### config.mk
export PLATFORM = sky130hd
export DESIGN_NAME = byte_lane_unit
export DESIGN_NICKNAME = d
export VERILOG_FILES = /design/src/rtl/lane_unit_pkg.sv /design/src/rtl/lane_addr_split.sv /design/src/rtl/store_lane_drive.sv /design/src/rtl/load_lane_extract.sv /design/src/rtl/byte_lane_unit.sv
export SDC_FILE = /design/constraint.sdc
export NUM_CORES = 1
export LEC_CHECK = 0
export BUFFER_PORTS_ARGS = -buffer_cell sky130_fd_sc_hd__buf_2
export CAP_MARGIN = 20
export CORE_AREA = 2 2 76 78
export DETAILED_ROUTE_END_ITERATION = 8
export DIE_AREA = 0 0 78 80
export PLACE_DENSITY = 0.77
export SLEW_MARGIN = 20
export SYNTH_ARGS = -nofsm -noshare
export SYNTH_HDL_FRONTEND = slang
export SYNTH_SLANG_ARGS = --single-unit
export TNS_END_PERCENT = 5
### constraint.sdc
create_clock -name vclk -period 1.33
set_input_delay 0 -clock vclk [all_inputs]
set_output_delay 0 -clock vclk [all_outputs]
set_load 0.005 [all_outputs]
### src/rtl/lane_unit_pkg.sv
package lane_unit_pkg;

    localparam int unsigned LANE_BITS = 8;

    typedef enum logic {
        ACC_BYTE = 1'b0,
        ACC_WORD = 1'b1
    } acc_size_e;

    // one-hot lane select for a given byte offset
    function automatic logic [3:0] lane_onehot(input logic [1:0] off);
        logic [3:0] v;
        v = '0;
        v[off] = 1'b1;
        return v;
    endfunction

endpackage

### src/rtl/lane_addr_split.sv
module lane_addr_split
    import lane_unit_pkg::*;
#(
    parameter int unsigned ADDR_W = 32,
    parameter int unsigned OFF_W  = 2
) (
    input  logic [ADDR_W-1:0]       addr,
    input  acc_size_e               size,
    output logic [ADDR_W-OFF_W-1:0] word_addr,
    output logic [OFF_W-1:0]        lane_off,
    output logic                    misalign
);
    always_comb begin
        word_addr = addr[ADDR_W-1:OFF_W];
        lane_off  = addr[OFF_W-1:0];
        misalign  = (size == ACC_WORD) && (addr[OFF_W-1:0] != '0);
    end
endmodule

### src/rtl/store_lane_drive.sv
module store_lane_drive
    import lane_unit_pkg::*;
#(
    parameter int unsigned DATA_W = 32,
    localparam int unsigned LANES = DATA_W / LANE_BITS,
    localparam int unsigned OFF_W = $clog2(LANES)
) (
    input  logic              st_req,
    input  acc_size_e         size,
    input  logic [OFF_W-1:0]  lane_off,
    input  logic              misalign,
    input  logic [DATA_W-1:0] st_data,
    output logic [LANES-1:0]  be,
    output logic [DATA_W-1:0] wdata
);
    logic [LANES-1:0] byte_sel;

    genvar g;
    generate
        for (g = 0; g < LANES; g++) begin : g_lane
            always_comb begin
                byte_sel[g] = (lane_off == OFF_W'(g));
                if (size == ACC_WORD)
                    wdata[g*LANE_BITS +: LANE_BITS] = st_data[g*LANE_BITS +: LANE_BITS];
                else
                    wdata[g*LANE_BITS +: LANE_BITS] = st_data[LANE_BITS-1:0];
            end
        end
    endgenerate

    always_comb begin
        if (!st_req || misalign)
            be = '0;
        else if (size == ACC_WORD)
            be = '1;
        else
            be = byte_sel;
    end

    always_comb begin
        if (size == ACC_BYTE) begin
            AST_BYTE_ONE_LANE: assert ($onehot0(be)) else $error("byte store enabled several lanes");
        end
        if (!st_req) begin
            AST_IDLE_NO_WRITE: assert (be == '0) else $error("write enable without store request");
        end
    end
endmodule

### src/rtl/load_lane_extract.sv
module load_lane_extract
    import lane_unit_pkg::*;
#(
    parameter int unsigned DATA_W = 32,
    localparam int unsigned LANES = DATA_W / LANE_BITS,
    localparam int unsigned OFF_W = $clog2(LANES)
) (
    input  logic [DATA_W-1:0] mem_rdata,
    input  logic [OFF_W-1:0]  lane_off,
    input  acc_size_e         size,
    input  logic              zero_ext,
    output logic [DATA_W-1:0] result
);
    logic [LANE_BITS-1:0] lanes [LANES];
    logic [LANE_BITS-1:0] picked;
    logic                 fill;

    genvar g;
    generate
        for (g = 0; g < LANES; g++) begin : g_split
            assign lanes[g] = mem_rdata[g*LANE_BITS +: LANE_BITS];
        end
    endgenerate

    always_comb begin
        picked = lanes[lane_off];
        fill   = !zero_ext && picked[LANE_BITS-1];
        if (size == ACC_WORD)
            result = mem_rdata;
        else
            result = {{(DATA_W-LANE_BITS){fill}}, picked};
    end

    always_comb begin
        if (size == ACC_BYTE) begin
            AST_UPPER_UNIFORM: assert (result[DATA_W-1:LANE_BITS] == '0 || result[DATA_W-1:LANE_BITS] == '1)
                else $error("byte load upper bits not uniform");
            if (zero_ext) begin
                AST_ZERO_FILL: assert (result[DATA_W-1:LANE_BITS] == '0) else $error("unsigned byte load not zero filled");
            end
        end
    end
endmodule

### src/rtl/byte_lane_unit.sv
module byte_lane_unit
    import lane_unit_pkg::*;
#(
    parameter int unsigned ADDR_W = 32,
    parameter int unsigned DATA_W = 32,
    localparam int unsigned LANES = DATA_W / LANE_BITS,
    localparam int unsigned OFF_W = $clog2(LANES)
) (
    input  logic [ADDR_W-1:0]       addr,
    input  logic                    acc_size,
    input  logic                    st_req,
    input  logic [DATA_W-1:0]       st_data,
    input  logic                    ld_unsigned,
    input  logic [DATA_W-1:0]       mem_rdata,
    output logic [ADDR_W-OFF_W-1:0] mem_word_addr,
    output logic [LANES-1:0]        mem_be,
    output logic [DATA_W-1:0]       mem_wdata,
    output logic [DATA_W-1:0]       ld_result,
    output logic                    misalign
);
    acc_size_e        size;
    logic [OFF_W-1:0] lane_off;

    assign size = acc_size_e'(acc_size);

    lane_addr_split #(.ADDR_W(ADDR_W), .OFF_W(OFF_W)) u_split (
        .addr      (addr),
        .size      (size),
        .word_addr (mem_word_addr),
        .lane_off  (lane_off),
        .misalign  (misalign)
    );

    store_lane_drive #(.DATA_W(DATA_W)) u_store (
        .st_req   (st_req),
        .size     (size),
        .lane_off (lane_off),
        .misalign (misalign),
        .st_data  (st_data),
        .be       (mem_be),
        .wdata    (mem_wdata)
    );

    load_lane_extract #(.DATA_W(DATA_W)) u_load (
        .mem_rdata (mem_rdata),
        .lane_off  (lane_off),
        .size      (size),
        .zero_ext  (ld_unsigned),
        .result    (ld_result)
    );

    always_comb begin
        if (misalign) begin
            AST_MISALIGN_NO_WRITE: assert (mem_be == '0) else $error("misaligned word still writes");
            AST_MISALIGN_WORD_ONLY: assert (acc_size == 1'b1) else $error("byte access flagged misaligned");
        end
        if (acc_size == 1'b0 && st_req) begin
            AST_BYTE_LANE_DATA: assert (mem_wdata[LANE_BITS-1:0] == st_data[LANE_BITS-1:0]) else $error("byte lane data wrong");
        end
    end
endmodule

# Word-level counts from Yosys, hierarchy flattened
# Index checks and enable logic that the tools add are counted.
[op_classes] addsub=0 n_mul=0 div_mod_pow=0 n_lt_le_gt_ge=1 eq_ne=3 n_shift=0 n_mux=9 bitwise=1 reduce_logical=7
[op_table] operator="8-bit 2-to-1 mux" count=5
[op_table] operator="32-bit 2-to-1 mux" count=1
[op_table] operator="8-bit binary-select mux with 2-bit select" count=1
[op_table] operator="4-bit 2-to-1 mux" count=2
[op_table] operator="2-bit equality test, second input constant" count=2
[op_table] operator="3-bit greater-or-equal comparator, second input constant" count=1
[op_table] operator="2-bit NOT with 3-bit output" count=1
[op_table] operator="2-bit by 1-bit equality test with 1-bit output, second input constant" count=1
[op_table] operator="1-bit logical AND" count=2
[op_table] operator="1-bit logical NOT" count=2
[op_table] operator="2-bit logical NOT" count=1
[op_table] operator="2-bit nonzero test" count=1
[op_table] operator="1-bit logical OR" count=1
[word_totals] regBits=0 latch_bits=0 ramBits=0 mem_bits_ro=0 input_bits=99 output_inout_bits=99 elab_cells=21 n_memories=0

# Logic depth before layout (Yosys ltp)
# Gate-level depths: netlist of run 1.
[depth] depth_word=6 mapped_depth=5 depth_no_buf=2

# By module
# A second synthesis of run 1 with hierarchy kept.
[unflattened] hier_cells=191 hier_area_um2=1222.4
[by_module_without_submodules] mod="load_lane_extract" n_inst=1 cells_per_inst=81 area_each_um2=601.8 seq_area_each_um2=0.0
[by_module_without_submodules] mod="store_lane_drive" n_inst=1 cells_per_inst=77 area_each_um2=372.9 seq_area_each_um2=0.0
[by_module_without_submodules] mod="lane_addr_split" n_inst=1 cells_per_inst=33 area_each_um2=247.7 seq_area_each_um2=0.0

# Worst setup path before layout of run 1
# Ideal clock, no wire load.
[synth_timing] path_type="input -> output" start="input addr[0]" end="output ld_result[11]" arrival_time_ns=0.908 path_slack_ns=0.422 path_stages=5 path_cell_list="clkbuf_2 -> or3_1 -> clkbuf_2 -> buf_6 -> o221ai_2"
[synth_between] elab_chain_cells=6
[synth_lines] element="start, declared" line="byte_lane_unit.sv:9" rtl="input logic [ADDR_W-1:0] addr,"
[synth_lines] element="2-bit NOT with 3-bit output (implied by the code)" line="load_lane_extract.sv:26" rtl="picked = lanes[lane_off];"
[synth_lines] element="8-bit binary-select mux with 2-bit select" line="load_lane_extract.sv:26"
[synth_lines] element="8-bit 2-to-1 mux (implied by the code) (2 in series)" line="load_lane_extract.sv:26"
[synth_lines] element="1-bit logical AND" line="load_lane_extract.sv:27" rtl="fill = !zero_ext && picked[LANE_BITS-1];"
[synth_lines] element="32-bit 2-to-1 mux" line="load_lane_extract.sv:28" rtl="if (size == ACC_WORD)"
[synth_lines] element="end, declared" line="byte_lane_unit.sv:18" rtl="output logic [DATA_W-1:0] ld_result,"
# No other way between the ends. The select of a mux whose other input is x is not followed.

# Worst setup path in the final report of run 1
[layout_timing] start="input addr[1]" end="output mem_be[3]"
[layout_between] elab_chain_cells=4 word_cells_on_any_way=6 classes_between="eq/ne: 1; mux: 2; reduce/logical: 3"
[layout_lines] element="2-bit nonzero test" line="lane_addr_split.sv:16" rtl="misalign = (size == ACC_WORD) && (addr[OFF_W-1:0] != '0);"
[layout_lines] element="1-bit logical AND" line="lane_addr_split.sv:16"
[layout_lines] element="1-bit logical OR" line="store_lane_drive.sv:32" rtl="if (!st_req || misalign)"
[layout_lines] element="4-bit 2-to-1 mux *" line="store_lane_drive.sv:32"
[layout_lines] element="end, declared" line="byte_lane_unit.sv:16" rtl="output logic [LANES-1:0] mem_be,"
# Mark *: on every way between the ends. The rest lies on a longest branch, timed or not.

==> flow_summary.toml, run 1 <==
[logic_synthesis]
synth.most_common_cell = "nand2_1"
syn_nets = 312
muxShareOfSynthArea_pct = 6.61
synth.avg_cell_area_um2 = 6.93
synth-compound-area-share_pct = 29.0
synthAdderAreaFrac_pct = 0
synthDistinctLibCells = 25
syn_inst = 213
synthTopCellsByCount = "72 x nand2_1, 42 x buf_4, 20 x o221ai_2"
yosys.area.top_type_share_pct = 21.4
synth_top_family_by_area = "buffers and inverters"
yosysTopAreaCell = "buf_4"
synth_area_um2 = 1480
synth-seq-area-share_pct = 0
yosys.area_share.simple_pct = 30.9
ys_warn_count = 0
synth_area_leaders = "buf_4 21%, o221ai_2 20%, nand2_1 18%"
synth_xor_area_share_pct = 1.19

[sta]
tns_ps = 0
fin_crit_ps = 1230
slew_headroom_pct = 60.8
hold_violations = 0
rsz0062_at_grt = "false"
clock.fmax_mhz = 816
holdWs_ps = 0.00199
setup_viol = 0
drv_slew = 0
finalCritPeriodShare_pct = 92.1
worst_pin_slew_ps = 587

[worst_setup_path]
cp_max_fo = 12
cp-start-kind = "primary input"
slowest_delay_ps = 430
critPathMostFrequentCell = "buf_2"
arrival_ps = 1230
cpMaxStageDelayCell = "or3b_2"
worstSetupPathType = "in -> out"
cp.required_ps = 1330
path_cells = "buf_2 -> buf_4 -> or3b_2 -> a21boi_0 -> buf_2"
end_kind = "output port"

[grt]
grt_max_degree = 58
grt_pass1_vias = 1572
grt_pass1_wl_mm = 8.07
overflow = 0
grt_use_total_pct = 15.7
antenna_found_initial = 0

[floorplanning]
start_util_pct = 27.3
core_area_um2 = 5410
io_pins = 198
rows = 27
die_y_um = 80
dieArea_um2 = 6240
fp.dieW_um = 78

[power]
p_per_area_nw_per_um2 = 362
ir_worst_vdd_mv = 0.136
power_leakage_nw = 1.07

[route]
vias_per_cell = 4.84
met2_wirelength_mm = 2.82
wl_met3_um = 562
drc = 0
wl_per_cell_um = 15.5
drt_iter0_drc = 74
top_layer = "met4"
routed_wl_mm = 5.72
num_vias = 1787
wl_met1_mm = 2.25
drt-pass1-iter-count = 5
antenna_left = 0

[final_layout]
drive_gt1_share_pct = 57.2
fin_nets = 398
stdcell_area_um2 = 1950
area_growth_pct = 32.4
design.seq.count = 0
n_antenna_cell = 0
regArea_um2 = 0
final_util_pct = 36.2
nFillCells = 613
clockBufferCount = 0
multiInputGateArea_um2 = 1020
stdcell_count = 369

[hold_path]
whs_path_depth = 0
hp-class = "in -> out"
hold_path_end = "mem_word_addr[13]"
min_from = "addr[15]"

[place]
dp_cells = 369
place_area_um2 = 1950
hpwlAfterDp_mm = 4.84
gp_congestion = 0.855
io_buffer_count = 138

[outcome]
outcome = "completed"

[cts]
postCtsHoldBufs = 0
postCtsSetupBuffers = 0
cts_resized = 1

[run]
cap_violations = 0
[cells by family after synthesis]
family	Yosys count
multiplexers	9
buffers and inverters	70
AO/OA/AOI/OAI	35
AND/OR/NAND/NOR	97
XOR/XNOR	2
[metal layers]
| layer | GRT usage [%] | up-vias |
|---|---|---|
| li1 | - | 873 |
| met1 | 18.8 | 803 |
| met2 | 28.6 | 101 |
| met3 | 3.96 | 10 |
| met4 | 2.81 | 0 |
| met5 | 0 | - |
[worst max-delay path: cells and delay by family]
family / cells / cell delay, ps
buffers and inverters: 3 / 560
and+or+nand+nor: 1 / 430
AOI/OAI and AO/OA: 1 / 230
[stage by stage]
step | setup slack [ps] | power [mW]
final | 105 | 0.708
after global routing | 58.2 | 0.779
after CTS | 94.3 | 0.715
after detailed placement | -21.3 | 0.711
after global placement | 42.7 | 0.702
after floorplan | 422 | 0.460
[cell usage in the layout (no fill, tap or decap)]
cell,Yosys,layout
buf_2,7,138
nor2b_1,2,2
or3b_1,1,1
buf_4,42,3
nor3b_1,3,3
nand3b_1,1,1
or3_1,1,1
o21a_1,1,1
or3b_2,1,1
buf_12,0,5
nand2_1,72,72
mux2i_4,0,2
inv_1,8,8
a221oi_1,8,8
o221ai_1,4,4
o221ai_2,20,20
nand2b_1,8,8
a21boi_0,1,1
xnor2_1,2,2
nor4b_1,8,8
mux2i_1,7,7
o21bai_2,0,1
[report_power, final]
part / internal, mW / switching, mW
Clock: 0 / 0
Combinational: 0.346 / 0.362
Sequential: 0 / 0
[final cells by class]
cell class                      count  share of cell area [%]
Multi-Input combinational cell    143                    52.2
Timing Repair Buffer              146                    41.6
Inverter                            8                    1.54
Tap cell                           72                    4.61
[how the worst max path moves through the flow]
| stage | from | end | slack, ps | depth (start not counted) |
|---|---|---|---|---|
| 3_3_place_gp | addr[0] | ld_result[2] | 40 | 5 |
| 5_1_grt | addr[1] | mem_be[3] | 60 | 5 |
| 2_1_floorplan | addr[0] | ld_result[11] | 420 | 5 |
| 4_1_cts | addr[1] | mem_be[3] | 90 | 5 |
| 3_5_place_dp | addr[0] | ld_result[6] | -20 | 5 |
| 6_report | addr[1] | mem_be[3] | 100 | 5 |
No activity file was read; power rests on OpenSTA's default activity.
==> run 2, diff against run 1 <==
CORE_AREA = 5 5 74 76   (was 2 2 76 78)
DIE_AREA = 0 0 79 81   (was 0 0 78 80)
PLACE_DENSITY = 0.86   (was 0.77)
==> run 2 against run 1 <==
Against the previous run: routed wire length hardly changed; flip-flop and latch count unchanged; critical path depth unchanged; count of clock-buffer cells in the layout stayed put; cell count is 4.6% lower; hold slack about the same; highest routed layer unchanged.
==> flow_summary.toml, run 2 (synthesized netlist as in run 1, its figures left out) <==
[worst_setup_path]
critPathBufInv = 3
end_kind = "output port"
arrival_ps = 1200
critPathMostFrequentCell = "buf_2"
path_delay_family = "buffers and inverters"
cp_max_fo = 24
path_cells = "buf_2 -> mux2i_4 -> buf_12 -> o221ai_1 -> buf_2"
cp-start-kind = "primary input"
cpMaxStageDelayCell = "buf_2"
slowest_delay_ps = 340
worstSetupPathType = "in -> out"
cp.required_ps = 1330
startpoint = "addr[1]"

[floorplanning]
io_pins = 198
fp.dieW_um = 79
rows = 25
dieArea_um2 = 6400
core_area_um2 = 4660
die_y_um = 81
start_util_pct = 31.7

[route]
wl_per_cell_um = 16.3
drt-pass1-iter-count = 4
drc = 0
drt_iter0_drc = 75
antenna_left = 0
num_vias = 1814
vias_per_cell = 5.15
routed_wl_mm = 5.72

[final_layout]
final_cell_mix = "138 x buf_2, 72 x nand2_1, 20 x o221ai_2"
multiInputGateArea_um2 = 1020
regArea_um2 = 0
drive_gt1_share_pct = 57.7
design.seq.count = 0
nFillCells = 485
fin_nets = 399
clockBufferCount = 0
n_antenna_cell = 0
final_common_cell = "buf_2"
area_growth_pct = 30.7

[grt]
antenna_found_initial = 0
overflow = 0
grt_pass1_vias = 1819
grt_max_degree = 28
grt_use_total_pct = 16.4
grt_pass1_wl_mm = 8.67

[cts]
cts_resized = 0
postCtsSetupBuffers = 0
postCtsHoldBufs = 0

[sta]
slew_headroom_pct = 72.9
tns_ps = 0
finalCritPeriodShare_pct = 90.6
fin_crit_ps = 1200
hold_violations = 0
rsz0062_at_grt = "false"
worst_pin_slew_ps = 401
drv_slew = 0
clock.fmax_mhz = 830
setup_viol = 0

[power]
p_switching_mw = 0.357
pwr-share-seq_pct = 0
comb_power_share_pct = 100.0
power_leakage_nw = 1.07
p_per_area_nw_per_um2 = 364
ir_worst_vdd_mv = 0.149
power.total_mw = 0.703
power.share.switching_pct = 50.8
p_int_mw = 0.346
p_clk_share_pct = 0

[place]
hpwlAfterDp_mm = 4.87
gp_congestion = 0.856
io_buffer_count = 138

[hold_path]
min_from = "addr[8]"
hp-class = "in -> out"

[outcome]
outcome = "completed"

[run]
cap_violations = 0
-- run 2: changes by cell type in the layout (fill, tap and decap cells not counted), sizes merged --
cell  change
buf       +1
-- run 2: routing by layer --
layer  part of all wire (%)  vias up  wire length, µm  global-route usage, %
met5                      0        -                0                      0
met4                    2.3        0              132                   4.12
met3                     11       18              611                   4.10
met2                     51      112             2900                   31.1
met1                     36      808             2080                   18.2
li1                       -      876                -                      -
-- run 2: final timing paths --
kind               end  slack (ps)  depth (start not counted)
max      ld_result[10]         130                          5
min   mem_word_addr[6]       0.002                          0
-- run 2: power groups by stage --
stage               combinational (mW)  clock, mW  sequential, mW
finish                           0.703          0               0
floorplan                        0.460          0               0
global placement                 0.693          0               0
global route                     0.780          0               0
detailed placement               0.706          0               0
CTS                              0.709          0               0
-- run 2: cell type report --
| class | count | area share (%) |
|---|---|---|
| Timing Repair Buffer | 147 | 41.9 |
| Multi-Input combinational cell | 143 | 53.0 |
| Tap cell | 54 | 3.50 |
| Inverter | 8 | 1.56 |
-- run 2: per-stage QoR --
step | hold WS, ps | cell area [µm²] | std cells | util (%) | worst slack (ps)
2_1_floorplan | 80.8 | 1480 | 213 | - | 422
3_3_place_gp | 0.0346 | 1920 | 352 | 41.3 | 122
3_5_place_dp | 0.0346 | 1920 | 352 | 41.3 | 45.9
4_1_cts | 0.0346 | 1920 | 352 | 41.3 | 47.6
5_1_grt | 0.00797 | 1930 | 352 | 41.4 | 43.8
6_report | 0.00228 | 1930 | 352 | 41.4 | 125
==> run 3, diff against run 2 <==
==> constraint.sdc (replaced) <==
create_clock -name vclk -period 1.4
set_input_delay 0 -clock vclk [all_inputs]
set_output_delay 0 -clock vclk [all_outputs]
set_load 0.02 [all_outputs]
==> run 3 against run 2 <==
Against the previous run: cell count unchanged; flip-flop and latch count unchanged; combinational power rose by 21%; first-iteration DRC count is 130% higher; hold slack about the same; core utilization shrank 0.27 points; global-route usage shrank 0.12 points.
==> flow_summary.toml, run 3 (synthesized netlist as in run 1, its figures left out) <==
[final_layout]
regArea_um2 = 0
stdcell_area_um2 = 1920
area_growth_pct = 29.8
multiInputGateArea_um2 = 1020
design.seq.count = 0
final_cell_mix = "138 x buf_2, 72 x nand2_1, 20 x o221ai_2"
n_antenna_cell = 0
stdcell_count = 352
nFillCells = 497
fin_nets = 399
clockBufferCount = 0
final_common_cell = "buf_2"
drive_gt1_share_pct = 57.7

[worst_setup_path]
end_kind = "output port"
cpMaxStageDelayCell = "buf_2"
critPathBufInv = 3
path_cells = "buf_2 -> mux2i_4 -> buf_12 -> o221ai_1 -> buf_2"
critPathMostFrequentCell = "buf_2"
cp-start-kind = "primary input"
cp.required_ps = 1400
arrival_ps = 1250
worstSetupPathType = "in -> out"
path_delay_family = "buffers and inverters"
cp_max_fo = 24
slowest_delay_ps = 350

[grt]
grt_use_total_pct = 16.3
overflow = 0
antenna_found_initial = 0
grt_max_degree = 28
grt_pass1_wl_mm = 8.71
grt_pass1_vias = 1741

[route]
drt_iter0_drc = 169
drt-pass1-iter-count = 4
num_vias = 1831
wl_per_cell_um = 16.1
antenna_left = 0
routed_wl_mm = 5.67
drc = 0
vias_per_cell = 5.20

[floorplanning]
start_util_pct = 31.7
fp.dieW_um = 79
io_pins = 198
die_y_um = 81
core_area_um2 = 4660
dieArea_um2 = 6400
rows = 25

[sta]
clock.fmax_mhz = 797
slew_headroom_pct = 70.4
fin_crit_ps = 1250
hold_violations = 0
setup_viol = 0
tns_ps = 0
worst_pin_slew_ps = 444
drv_slew = 0
finalCritPeriodShare_pct = 89.6
rsz0062_at_grt = "false"

[hold_path]
hp-class = "in -> out"

[power]
p_per_area_nw_per_um2 = 443
p_clk_share_pct = 0
power_leakage_nw = 1.06
p_int_mw = 0.330
power.share.switching_pct = 61.2
p_switching_mw = 0.519
comb_power_share_pct = 100.0
ir_worst_vdd_mv = 0.172
power.total_mw = 0.849
pwr-share-seq_pct = 0

[place]
place_area_um2 = 1910
gp_congestion = 0.890
io_buffer_count = 138
hpwlAfterDp_mm = 4.80
dp_cells = 352

[run]
cap_violations = 0

[outcome]
outcome = "completed"
[run 3: cell types whose count changed in the layout (fill, tap and decap cells not counted)]
| cell | change |
|---|---|
| buf_4 | +1 |
| buf_12 | -1 |
[run 3: repair_timing]
action,in CTS,in global routing
hold endpoints to repair,0,0
setup buffers,0,0
resized for setup,0,2
endpoints found under the setup margin,0,3
hold buffers,0,0
[run 3: power by group through the flow]
stage	logic (mW)	registers (mW)	clock network (mW)
2_1_floorplan	0.676	0	0
3_3_place_gp	0.840	0	0
3_5_place_dp	0.851	0	0
4_1_cts	0.854	0	0
5_1_grt	0.923	0	0
6_report	0.849	0	0
[run 3: final timing paths]
check	from	endpoint	slack (ps)	cells after the start
worst min-delay path	addr[27]	mem_word_addr[25]	0.009	0
worst max-delay path	addr[1]	ld_result[10]	150	5
[run 3: per-stage QoR]
stage / worst slack [ps] / hold slack [ps] / utilization, %
3_5_place_dp: 85.4 / 0.137 / 41.0
6_report: 146 / 0.00885 / 41.1
3_3_place_gp: 153 / 0.137 / 41.0
5_1_grt: 80.7 / 0.0293 / 41.1
2_1_floorplan: 306 / 113 / -
4_1_cts: 90.4 / 0.137 / 41.0
[run 3: layer usage]
metal  wire length [µm]  global-route usage (%)  vias to the layer above
li1                   -                       -                      877
met1               2030                    18.8                      814
met2               2780                    29.5                      120
met3                710                    4.32                       20
met4                157                    4.47                        0
met5                  0                       0                        -
[run 3: area by class of cell]
cell class,instances,share of cell area (%)
multi-input cells,143,53.4
well taps,54,3.52
repair buffers,147,41.5
inverters,8,1.57
